==> src/rtl/rxf_pkg.sv <==
package rxf_pkg;

    typedef enum logic [1:0] {
        TM_EMPTY = 2'd0,
        TM_RUN   = 2'd1,
        TM_FIRED = 2'd2
    } tm_state_e;

    // Level code to threshold: 1, quarter, half, depth minus two.
    function automatic int unsigned trig_level(input logic [1:0] sel, input int unsigned depth);
        case (sel)
            2'b00:   return 1;
            2'b01:   return depth / 4;
            2'b10:   return depth / 2;
            default: return depth - 2;
        endcase
    endfunction

endpackage

==> src/rtl/rxf_store.sv <==
module rxf_store #(
    parameter int DATA_W = 8,
    parameter int DEPTH  = 16,
    parameter int ERR_W  = 3,
    localparam int AW    = $clog2(DEPTH),
    localparam int CW    = $clog2(DEPTH + 1)
) (
    input  logic              clk,
    input  logic              rst_n,
    input  logic              clear,
    input  logic              push_ok,
    input  logic              pop_ok,
    input  logic [DATA_W-1:0] wdata,
    input  logic [ERR_W-1:0]  werr,
    output logic [CW-1:0]     count,
    output logic [DATA_W-1:0] head_data,
    output logic [ERR_W-1:0]  head_err,
    output logic [DATA_W-1:0] last_data
);

    logic [DATA_W-1:0] dmem [DEPTH];
    logic [ERR_W-1:0]  emem [DEPTH];
    logic [AW-1:0]     wptr, rptr;

    function automatic logic [AW-1:0] bump(input logic [AW-1:0] p);
        return (p == AW'(DEPTH - 1)) ? '0 : p + 1'b1;
    endfunction

    always_ff @(posedge clk) begin
        if (push_ok) begin
            dmem[wptr] <= wdata;
            emem[wptr] <= werr;
        end
    end

    always_ff @(posedge clk or negedge rst_n) begin
        if (!rst_n) begin
            wptr      <= '0;
            rptr      <= '0;
            count     <= '0;
            last_data <= '0;
        end else if (clear) begin
            wptr  <= '0;
            rptr  <= '0;
            count <= '0;
        end else begin
            if (push_ok) wptr <= bump(wptr);
            if (pop_ok) begin
                rptr      <= bump(rptr);
                last_data <= dmem[rptr];
            end
            count <= count + CW'(push_ok) - CW'(pop_ok);
        end
    end

    assign head_data = dmem[rptr];
    assign head_err  = emem[rptr];

endmodule

==> src/rtl/rxf_flags.sv <==
module rxf_flags #(
    parameter int DEPTH = 16,
    localparam int CW   = $clog2(DEPTH + 1)
) (
    input  logic clk,
    input  logic rst_n,
    input  logic clear,
    input  logic lsr_read,
    input  logic push_ok,
    input  logic push_drop,
    input  logic push_tagged,
    input  logic pop_ok,
    input  logic head_tagged,
    output logic overrun,
    output logic fifo_err
);

    logic [CW-1:0] tag_cnt, tag_cnt_nx;

    always_comb begin
        if (clear) tag_cnt_nx = '0;
        else       tag_cnt_nx = tag_cnt + CW'(push_ok && push_tagged)
                                        - CW'(pop_ok && head_tagged);
    end

    always_ff @(posedge clk or negedge rst_n) begin
        if (!rst_n) begin
            tag_cnt  <= '0;
            overrun  <= 1'b0;
            fifo_err <= 1'b0;
        end else begin
            tag_cnt <= tag_cnt_nx;
            if (push_drop)     overrun <= 1'b1;
            else if (lsr_read) overrun <= 1'b0;
            if (clear)                                fifo_err <= 1'b0;
            else if (push_ok && push_tagged)          fifo_err <= 1'b1;
            else if (lsr_read && tag_cnt_nx == '0)    fifo_err <= 1'b0;
        end
    end

endmodule

==> src/rtl/rxf_timeout.sv <==
module rxf_timeout
    import rxf_pkg::*;
#(
    parameter int TO_CHARS      = 4,
    parameter int TICKS_PER_BIT = 16,
    parameter int CB_W          = 4,
    localparam int LIM_W = $clog2(TO_CHARS * TICKS_PER_BIT * ((1 << CB_W) - 1) + 1)
) (
    input  logic            clk,
    input  logic            rst_n,
    input  logic            tick,
    input  logic            push_ok,
    input  logic            pop_ok,
    input  logic            nonempty_nx,
    input  logic [CB_W-1:0] char_bits,
    output logic            timeout
);

    tm_state_e        state, state_nx;
    logic [LIM_W-1:0] tcnt, tcnt_nx, tcnt_inc, limit;

    assign limit    = LIM_W'(TO_CHARS * TICKS_PER_BIT) * LIM_W'(char_bits);
    assign tcnt_inc = tcnt + 1'b1;

    always_ff @(posedge clk or negedge rst_n) begin
        if (!rst_n) begin
            state <= TM_EMPTY;
            tcnt  <= '0;
        end else begin
            state <= state_nx;
            tcnt  <= tcnt_nx;
        end
    end

    always_comb begin
        state_nx = state;
        tcnt_nx  = tcnt;
        unique case (state)
            TM_EMPTY: begin
                tcnt_nx = '0;
                if (nonempty_nx) state_nx = TM_RUN;
            end
            TM_RUN: begin
                if (!nonempty_nx) begin
                    state_nx = TM_EMPTY;
                    tcnt_nx  = '0;
                end else if (push_ok || pop_ok) begin
                    tcnt_nx = '0;
                end else if (tick) begin
                    if (tcnt_inc >= limit) begin
                        state_nx = TM_FIRED;
                        tcnt_nx  = '0;
                    end else begin
                        tcnt_nx = tcnt_inc;
                    end
                end
            end
            TM_FIRED: begin
                tcnt_nx = '0;
                if (!nonempty_nx) state_nx = TM_EMPTY;
                else if (pop_ok)  state_nx = TM_RUN;
            end
            default: begin
                state_nx = TM_EMPTY;
                tcnt_nx  = '0;
            end
        endcase
    end

    always_comb begin
        timeout = (state == TM_FIRED);
    end

endmodule

==> src/rtl/rx_err_fifo.sv <==
module rx_err_fifo
    import rxf_pkg::*;
#(
    parameter int DATA_W        = 8,
    parameter int DEPTH         = 16,
    parameter int TO_CHARS      = 4,
    parameter int TICKS_PER_BIT = 16,
    parameter int CB_W          = 4,
    localparam int ERR_W        = 3,
    localparam int CW           = $clog2(DEPTH + 1)
) (
    input  logic              clk,
    input  logic              rst_n,
    input  logic              tick16,
    input  logic              clear,
    input  logic              push,
    input  logic [DATA_W-1:0] push_data,
    input  logic [ERR_W-1:0]  push_err,
    input  logic              pop,
    input  logic              lsr_read,
    input  logic [1:0]        trig_sel,
    input  logic [CB_W-1:0]   char_bits,
    output logic [DATA_W-1:0] rd_data,
    output logic [ERR_W-1:0]  head_err,
    output logic [CW-1:0]     count,
    output logic              data_ready,
    output logic              overrun,
    output logic              fifo_err,
    output logic              trig_hit,
    output logic              timeout
);

    logic              pop_ok, push_ok, push_drop, nonempty_nx;
    logic [CW-1:0]     cnt_after;
    logic [DATA_W-1:0] head_data, last_data;
    logic [ERR_W-1:0]  head_raw;

    always_comb begin
        pop_ok      = pop && (count != '0) && !clear;
        push_ok     = push && !clear && ((count != CW'(DEPTH)) || pop_ok);
        push_drop   = push && !clear && !push_ok;
        cnt_after   = count + CW'(push_ok) - CW'(pop_ok);
        nonempty_nx = !clear && (cnt_after != '0);
    end

    rxf_store #(.DATA_W(DATA_W), .DEPTH(DEPTH), .ERR_W(ERR_W)) u_store (
        .clk       (clk),
        .rst_n     (rst_n),
        .clear     (clear),
        .push_ok   (push_ok),
        .pop_ok    (pop_ok),
        .wdata     (push_data),
        .werr      (push_err),
        .count     (count),
        .head_data (head_data),
        .head_err  (head_raw),
        .last_data (last_data)
    );

    rxf_flags #(.DEPTH(DEPTH)) u_flags (
        .clk         (clk),
        .rst_n       (rst_n),
        .clear       (clear),
        .lsr_read    (lsr_read),
        .push_ok     (push_ok),
        .push_drop   (push_drop),
        .push_tagged (|push_err),
        .pop_ok      (pop_ok),
        .head_tagged (|head_raw),
        .overrun     (overrun),
        .fifo_err    (fifo_err)
    );

    rxf_timeout #(.TO_CHARS(TO_CHARS), .TICKS_PER_BIT(TICKS_PER_BIT), .CB_W(CB_W)) u_timeout (
        .clk         (clk),
        .rst_n       (rst_n),
        .tick        (tick16),
        .push_ok     (push_ok),
        .pop_ok      (pop_ok),
        .nonempty_nx (nonempty_nx),
        .char_bits   (char_bits),
        .timeout     (timeout)
    );

    always_comb begin
        data_ready = (count != '0);
        rd_data    = data_ready ? head_data : last_data;
        head_err   = data_ready ? head_raw : '0;
        trig_hit   = (count >= CW'(trig_level(trig_sel, DEPTH)));
    end

endmodule

==> config.mk <==
export PLATFORM = sky130hd
export DESIGN_NAME = rx_err_fifo
export DESIGN_NICKNAME = d
export VERILOG_FILES = /design/src/rtl/rxf_pkg.sv /design/src/rtl/rxf_store.sv /design/src/rtl/rxf_flags.sv /design/src/rtl/rxf_timeout.sv /design/src/rtl/rx_err_fifo.sv
export SDC_FILE = /design/constraint.sdc
export NUM_CORES = 1
export LEC_CHECK = 0
export ABC_AREA = 1
export CAP_MARGIN = 5
export CORE_MARGIN = 4
export CORE_UTILIZATION = 26
export DETAILED_ROUTE_END_ITERATION = 10
export PLACE_DENSITY = 0.44
export SETUP_SLACK_MARGIN = 0.05
export SLEW_MARGIN = 15
export SYNTH_ARGS = -nofsm -noshare
export SYNTH_HDL_FRONTEND = slang
export SYNTH_SLANG_ARGS = --single-unit
==> constraint.sdc <==
create_clock -name clk -period 2.8 [get_ports clk]
set_input_delay 0.56 -clock clk [delete_from_list [all_inputs] [get_ports clk]]
set_output_delay 0.56 -clock clk [all_outputs]
set_load 0.005 [all_outputs]
==> run_results.csv, run 1 <==
group,metric,value,unit
status,status,"finished with violations",
status,violations,"negative setup slack",
pwr,peakVddDrop,393.8,uV
timing,setup_viol,14,
placement,place_inst,1483,
route,wl,28770,microns
logic_synthesis,synth_fa_ha_area_frac,0.03789,
setup_path,start_kind,"flip-flop",
placement,gp_congestion,0.7806,
setup_path,cp-end-kind,"primary output",
pwr,p_per_area,869.6,nW/um^2
timing,fin_crit_sh,1.093,
timing,clock_skew,7.052,ps
job,max_cap_viol_count,0,
route,dr_total_vias,7230,
logic_synthesis,synth_xor_area_frac,0.003633,
clock_network,clock_path_buffers,3,
global_routing,gr-usage-all-layers,0.1367,
logic_synthesis,synth_area,9643,sq um
logic_synthesis,async_reset_ff_frac,0.1852,
route,wl_per_cell,18.30,microns
logic_synthesis,synth-edff-count,176,
logic_synthesis,post_synth.cell_area_avg,10.52,sq um
global_routing,grt_max_degree,33,
placement,io_buffers,44,
setup_path,worstPathArrival,2500,ps
route,first_iter_violations,439,
timing,clock.fmax,326.8,MHz
timing,slew_headroom,0.5535,
global_routing,grt_pass1_vias,7061,
logic_synthesis,synth_mux_area_frac,0,
pwr,fin_total_pwr,11390,uW
pwr,p_sw_frac,0.3263,
timing,post-route-min-period,3060,ps
logic_synthesis,synth_top_family_by_area,"simple AND/OR/NAND/NOR gates",
floorplan,die_width,200.6,microns
route,drc,0,
pwr,p_comb_frac,0.375,
pwr,p_clk_frac,0.291,
logic_synthesis,syn_inst,917,
global_routing,grt_pass1_wl,43280,microns
layout,final_cells,1572,
logic_synthesis,ys_warn_count,0,
setup_path,worst-path-max-fanout,5,
clock_network,clock_sinks,216,
pwr,power.switching,3717,uW
global_routing,antenna_found_initial,0,
layout,diodes,0,
floorplan,die_height,200.6,microns
timing,rsz0062_at_grt,"true",
logic_synthesis,synthSimpleGateAreaFrac,0.1723,
logic_synthesis,ys_ff_latch,216,
clock_network,root_buffer,"clkbuf_16",
layout,utilization,0.3579,
layout,area_growth,35.86,%
floorplan,start_util,0.2634,
route,via_per_inst,4.599,
setup_path,path_class,"flip-flop to primary output",
logic_synthesis,synth-compound-area-share,0.08758,
timing,setup_ws,-260.3,ps
logic_synthesis,synth_ff_type,"edfxtp_1",
floorplan,rows,70,
clock_network,cts-buffers-inserted,24,
placement,dpl.hpwl,18340,microns
layout,drive_above_1_share,0.2754,
worst_hold_path,hp-class,"flip-flop to flip-flop",
clock_network,cts_tree,"yes",
logic_synthesis,ys_seq_area_frac,0.6519,
route,detail-route-antenna-nets,0,
floorplan,core-area,36610,sq um
setup_path,crit_required,2240,ps
pwr,power.leakage,0.005148,uW
layout,final_nets,1139,
floorplan,dieArea,40230,sq um
global_routing,overflow,0,
pwr,p_seq_frac,0.334,
pwr,p_int,7675,uW
timing,tightestPinTransition,667.7,ps
timing,hold_viol,0,
clock_network,cts_max_level,1,
route,drt_first_pass_iters,4,
logic_synthesis,yosysUniqueCellTypes,35,
timing,slew_viol_final,0,
floorplan,ioPinCount,45,
clock_network,worstSkewPairLatency,530,ps
logic_synthesis,syn_nets,969,
clock_network,path_clk_slew,60,ps
-- per-stage QoR --
step / setup slack (ps) / hold slack [ps] / TNS (ps) / instance area (sq um)
2_1_floorplan: 55.25 / 264.4 / 0 / 9738
3_3_place_gp: -322.5 / 463.3 / -4703 / 11310
3_5_place_dp: -347.1 / 465.4 / -4851 / 11310
4_1_cts: -297.7 / 482.1 / -1974 / 12700
5_1_grt: -503.8 / 498.5 / -4476 / 13100
6_report: -260.3 / 476.1 / -2040 / 13100
-- power groups by stage --
stage	clock network [uW]	registers, uW	logic [uW]
6_report	3310	3800	4280
3_5_place_dp	0	3860	3290
2_1_floorplan	0	3850	1810
5_1_grt	3520	3820	4750
4_1_cts	3390	3800	3870
3_3_place_gp	0	3860	3300
-- synthesized netlist by cell type, drive strengths merged (15+ instances only) --
cell    instances  area, sq um
nand3          57        295.3
nor2           95        359.1
ha             26        325.3
o21ai          66        330.3
a21oi          48        240.2
nand2         230        870.8
dfrtp          40         1001
nand4          16        100.1
edfxtp        176         5285
o22ai          15        93.84
buf            24        122.6
inv            73        274.0
-- placed cells by master (no fill, tap or decap), types with 5 or more instances in the layout --
cell type,instances
nand4_1,16
nand2_2,25
nand3_1,44
buf_2,11
buf_12,11
nand2_4,5
buf_6,16
clkinv_2,6
o21ai_0,23
dfrtp_1,37
inv_2,12
edfxtp_1,176
buf_4,99
o22ai_1,14
nand3_2,11
a21oi_1,31
buf_8,5
a21oi_2,14
clkbuf_16,26
nor2_2,12
ha_4,5
inv_1,57
o21ai_2,14
clkdlybuf4s50_1,30
nand2_1,201
nor2_1,81
o211ai_1,12
o21ai_1,29
ha_1,21
bufinv_16,5
-- worst max-delay path, cell delays in order (launching register included) --
cell and delay (ps):
dfrtp_2 430, inv_4 90, buf_12 120, buf_12 110, o21ai_1 60, o211ai_1 270
nand2_1 100, nand2_1 80, inv_2 40, buf_4 120, buf_4 120, buf_4 120
buf_4 130, nor2_4 80, buf_2 120
-- per-layer routing --
layer,GRT usage,share of wire,vias to the layer above
met4,0.03245,0.019,0
met3,0.01583,0.033,37
met1,0.1991,0.48,3561
met5,0,0,-
li1,-,-,3510
met2,0.2194,0.46,122
-- cells by family after synthesis --
| group | count (synthesis) |
|---|---|
| AO/OA/AOI/OAI | 154 |
| XOR/XNOR | 4 |
| adder cells (fa/ha/maj) | 28 |
| buffers and inverters | 111 |
| flip-flops | 216 |
| AND/OR/NAND/NOR | 404 |
-- registers in the layout, indices dropped and copies added, names as in the netlist, 4 cells and up --
name,count
u_flags.tag_cnt,5
u_store.count,5
u_store.dmem,128
u_store.emem,48
u_store.last_data,8
u_store.rptr,4
u_store.wptr,4
u_timeout.tcnt,10
-- path summary, 6_finish.rpt --
path,start,cells after the start,to,slack (ps)
max,u_store.rptr[0],14,head_err[2],-260
min,u_store.last_data[4],2,u_store.last_data[4],480
max reg2reg,u_store.rptr[0],20,u_flags.fifo_err,-260
min reg2reg,u_store.last_data[4],2,u_store.last_data[4],480
max in group asynchronous,rst_n,3,u_store.wptr[1],1710
min in group asynchronous,rst_n,2,u_timeout.tcnt[3],520
-- final cells by class --
cell class | count | area [sq um]
inverters | 74 | 289.0
multi-input cells | 591 | 3374
repair buffers | 180 | 1739
clock inverters | 15 | 207.7
well taps | 468 | 585.6
clock buffers | 28 | 615.6
flip-flops and latches | 216 | 6290
fillers | 3672 | 23510
-- timing repair --
action,in CTS,in global routing
gates cloned,4,3
hold buffers,1,0
buffers inserted,21,22
pin swaps,31,60
resized for setup,139,82
setup endpoints to repair,23,29
hold endpoints to repair,15,0
No activity file was read; power rests on OpenSTA's default activity.
==> run 2: changes to the inputs <==
CORE_UTILIZATION = 50   (was 26)
PLACE_DENSITY = 0.73   (was 0.44)
SETUP_SLACK_MARGIN = not set   (was 0.05)
==> run 2 against run 1 <==
  * The flow still finishes with violations (negative setup slack)
  * Die area down 46%
  * Utilization increased by 31 points
  * Combinational power down 7.2%
  * Non-clock buffer count fell by 24
  * Clock power shrank 6%
  * Routed wire length shrank 13%
  * Fmax down 4.4%
  * Sequential share of layout area rose by 2.4 points
  * Critical endpoint is now u_flags.fifo_err
==> run_results.csv, run 2 (synthesis gave the netlist of run 1 again) <==
group,metric,value,unit
status,status,"finished with violations",
status,violations,"negative setup slack",
layout,seqCellArea,6290,sq um
timing,fin_crit_sh,1.143,
setup_path,worst-path-max-fanout,8,
floorplan,die_width,146.9,microns
setup_path,path_buf_inv,4,
clock_network,cts_hold_buffers,0,
layout,multi_input_area,3322,sq um
timing,setup_viol,12,
pwr,fin_total_pwr,10900,uW
setup_path,cp_slowest_cell,"fa_2",
timing,slew_headroom,0.5198,
placement,dpl.hpwl,15410,microns
global_routing,grt_pass1_vias,7445,
clock_network,root_buffer,"clkbuf_16",
setup_path,path_class,"flip-flop to flip-flop",
floorplan,ioPinCount,45,
layout,top_register,"u_store.dmem",
floorplan,dieArea,21570,sq um
layout,largest_register_ffs,128,
route,detail-route-antenna-nets,0,
clock_network,worstSkewPairLatency,510,ps
route,wl,25160,microns
setup_path,worstSetupStartpoint,"u_store.rptr[0]",
setup_path,crit_path_cell_trace,"buf_6, buf_12, nor2_4, nor2_1, o21ai_1, o211ai_1, nand2_1, nand2_2, nor2_4, a21oi_2, ha_1, inv_1, ha_2, inv_2, fa_2, o21ai_2, nor3_2, nand3_1, nand3_1, nand2_1",
clock_network,path_clk_slew,70,ps
setup_path,r2r_start,"u_store.rptr[0]",
route,wl_per_cell,18.79,microns
pwr,p_per_area,873.0,nW/um^2
global_routing,gr-usage-all-layers,0.2299,
layout,reg_top3,"u_store.dmem: 128 flops, u_store.emem: 48 flops, u_timeout.tcnt: 10 flops",
layout,final_cell_mix,"211 x nand2_1, 176 x edfxtp_1, 88 x buf_4",
setup_path,start_kind,"flip-flop",
global_routing,antenna_found_initial,0,
global_routing,grt_pass1_wl,39380,microns
timing,whs,69.27,ps
placement,gp_congestion,0.8456,
timing,hold_viol,0,
layout,fillers,1397,
setup_path,cp-end-kind,"flip-flop",
timing,tightestPinTransition,718.0,ps
setup_path,crit_required,3190,ps
setup_path,worstPathArrival,3590,ps
route,drt_first_pass_iters,5,
clock_network,cts_tree,"yes",
global_routing,overflow,0,
worst_hold_path,hp-class,"input pin to async pin",
pwr,power.leakage,0.004971,uW
route,drc,0,
global_routing,grt_max_degree,34,
floorplan,die_height,146.9,microns
route,dr_total_vias,7402,
route,via_per_inst,5.528,
timing,clock_skew,16.61,ps
timing,clock.fmax,312.5,MHz
floorplan,start_util,0.5121,
clock_network,cts_max_level,1,
timing,setup_ws,-400.5,ps
floorplan,rows,50,
placement,io_buffers,44,
timing,post-route-min-period,3200,ps
setup_path,max_stage_delay,530,ps
layout,layout_commonest_cell,"nand2_1",
layout,diodes,0,
layout,area_growth,29.45,%
route,first_iter_violations,487,
clock_network,cts-buffers-inserted,23,
clock_network,clock_path_buffers,3,
setup_path,crit_family,"adder cells",
floorplan,core-area,18830,sq um
timing,rsz0062_at_grt,"true",
clock_network,clock_sinks,216,
job,max_cap_viol_count,0,
layout,drive_above_1_share,0.2391,
setup_path,ff2ff_setup_slack,-400,ps
timing,slew_viol_final,0,
layout,final_nets,1114,
pwr,peakVddDrop,561.8,uV
-- run 2: routing by layer --
layer | track usage | wire length, microns | share of wire
met5 | 0 | 0 | 0
met1 | 0.2890 | 9693 | 0.39
met2 | 0.4035 | 13050 | 0.52
met4 | 0.09219 | 1020 | 0.041
met3 | 0.03085 | 1394 | 0.055
-- run 2: final timing paths --
path | endpoint | cells after the start
worst min register to register | u_store.last_data[4] | 2
worst max register to register | u_flags.fifo_err | 20
min in group clk | u_store.last_data[4] | 2
max in group asynchronous | u_timeout.tcnt[0] | 2
worst max-delay path | u_flags.fifo_err | 20
worst min-delay path | u_store.last_data[0] | 1
-- run 2: area by class of cell --
class,count,share of cell area
Sequential cell,216,0.5039
Multi-Input combinational cell,591,0.2661
Timing Repair Buffer,156,0.1186
Clock buffer,27,0.04731
Tap cell,260,0.02606
Inverter,74,0.02315
Clock inverter,15,0.01493
-- run 2: repair_timing --
| action | 4_1_cts | 5_1_grt |
|---|---|---|
| gates resized for setup | 128 | 50 |
| cloned | 5 | 0 |
| setup buffers | 18 | 9 |
| pin swaps | 36 | 29 |
| setup endpoints to repair | 26 | 28 |
-- run 2: where the power goes --
group	internal (uW)	total (uW)	switching, uW	leakage, uW
Sequential	3680	3810	131	0.00211
Combinational	1810	3970	2150	0.00249
Clock	1890	3120	1240	0.000370
Total	7370	10900	3520	0.00497
-- run 2: per-stage QoR --
stage | utilization | cells | setup WS (ps) | instance area (sq um) | setup TNS, ps
floorplan | - | 917 | -0.5140 | 9699 | -4.112
global placement | 0.5812 | 1265 | -337.7 | 10940 | -4812
detailed placement | 0.5812 | 1265 | -422.3 | 10940 | -6082
CTS | 0.6498 | 1330 | -297.4 | 12240 | -1321
global route | 0.6629 | 1339 | -590.3 | 12480 | -3607
finish | 0.6629 | 1339 | -400.5 | 12480 | -1780
==> run 3: changes to the inputs <==
CAP_MARGIN = not set   (was 5)
==> results of run 3 <==
The final DEF is identical to that of run 2; final timing and power are the same.
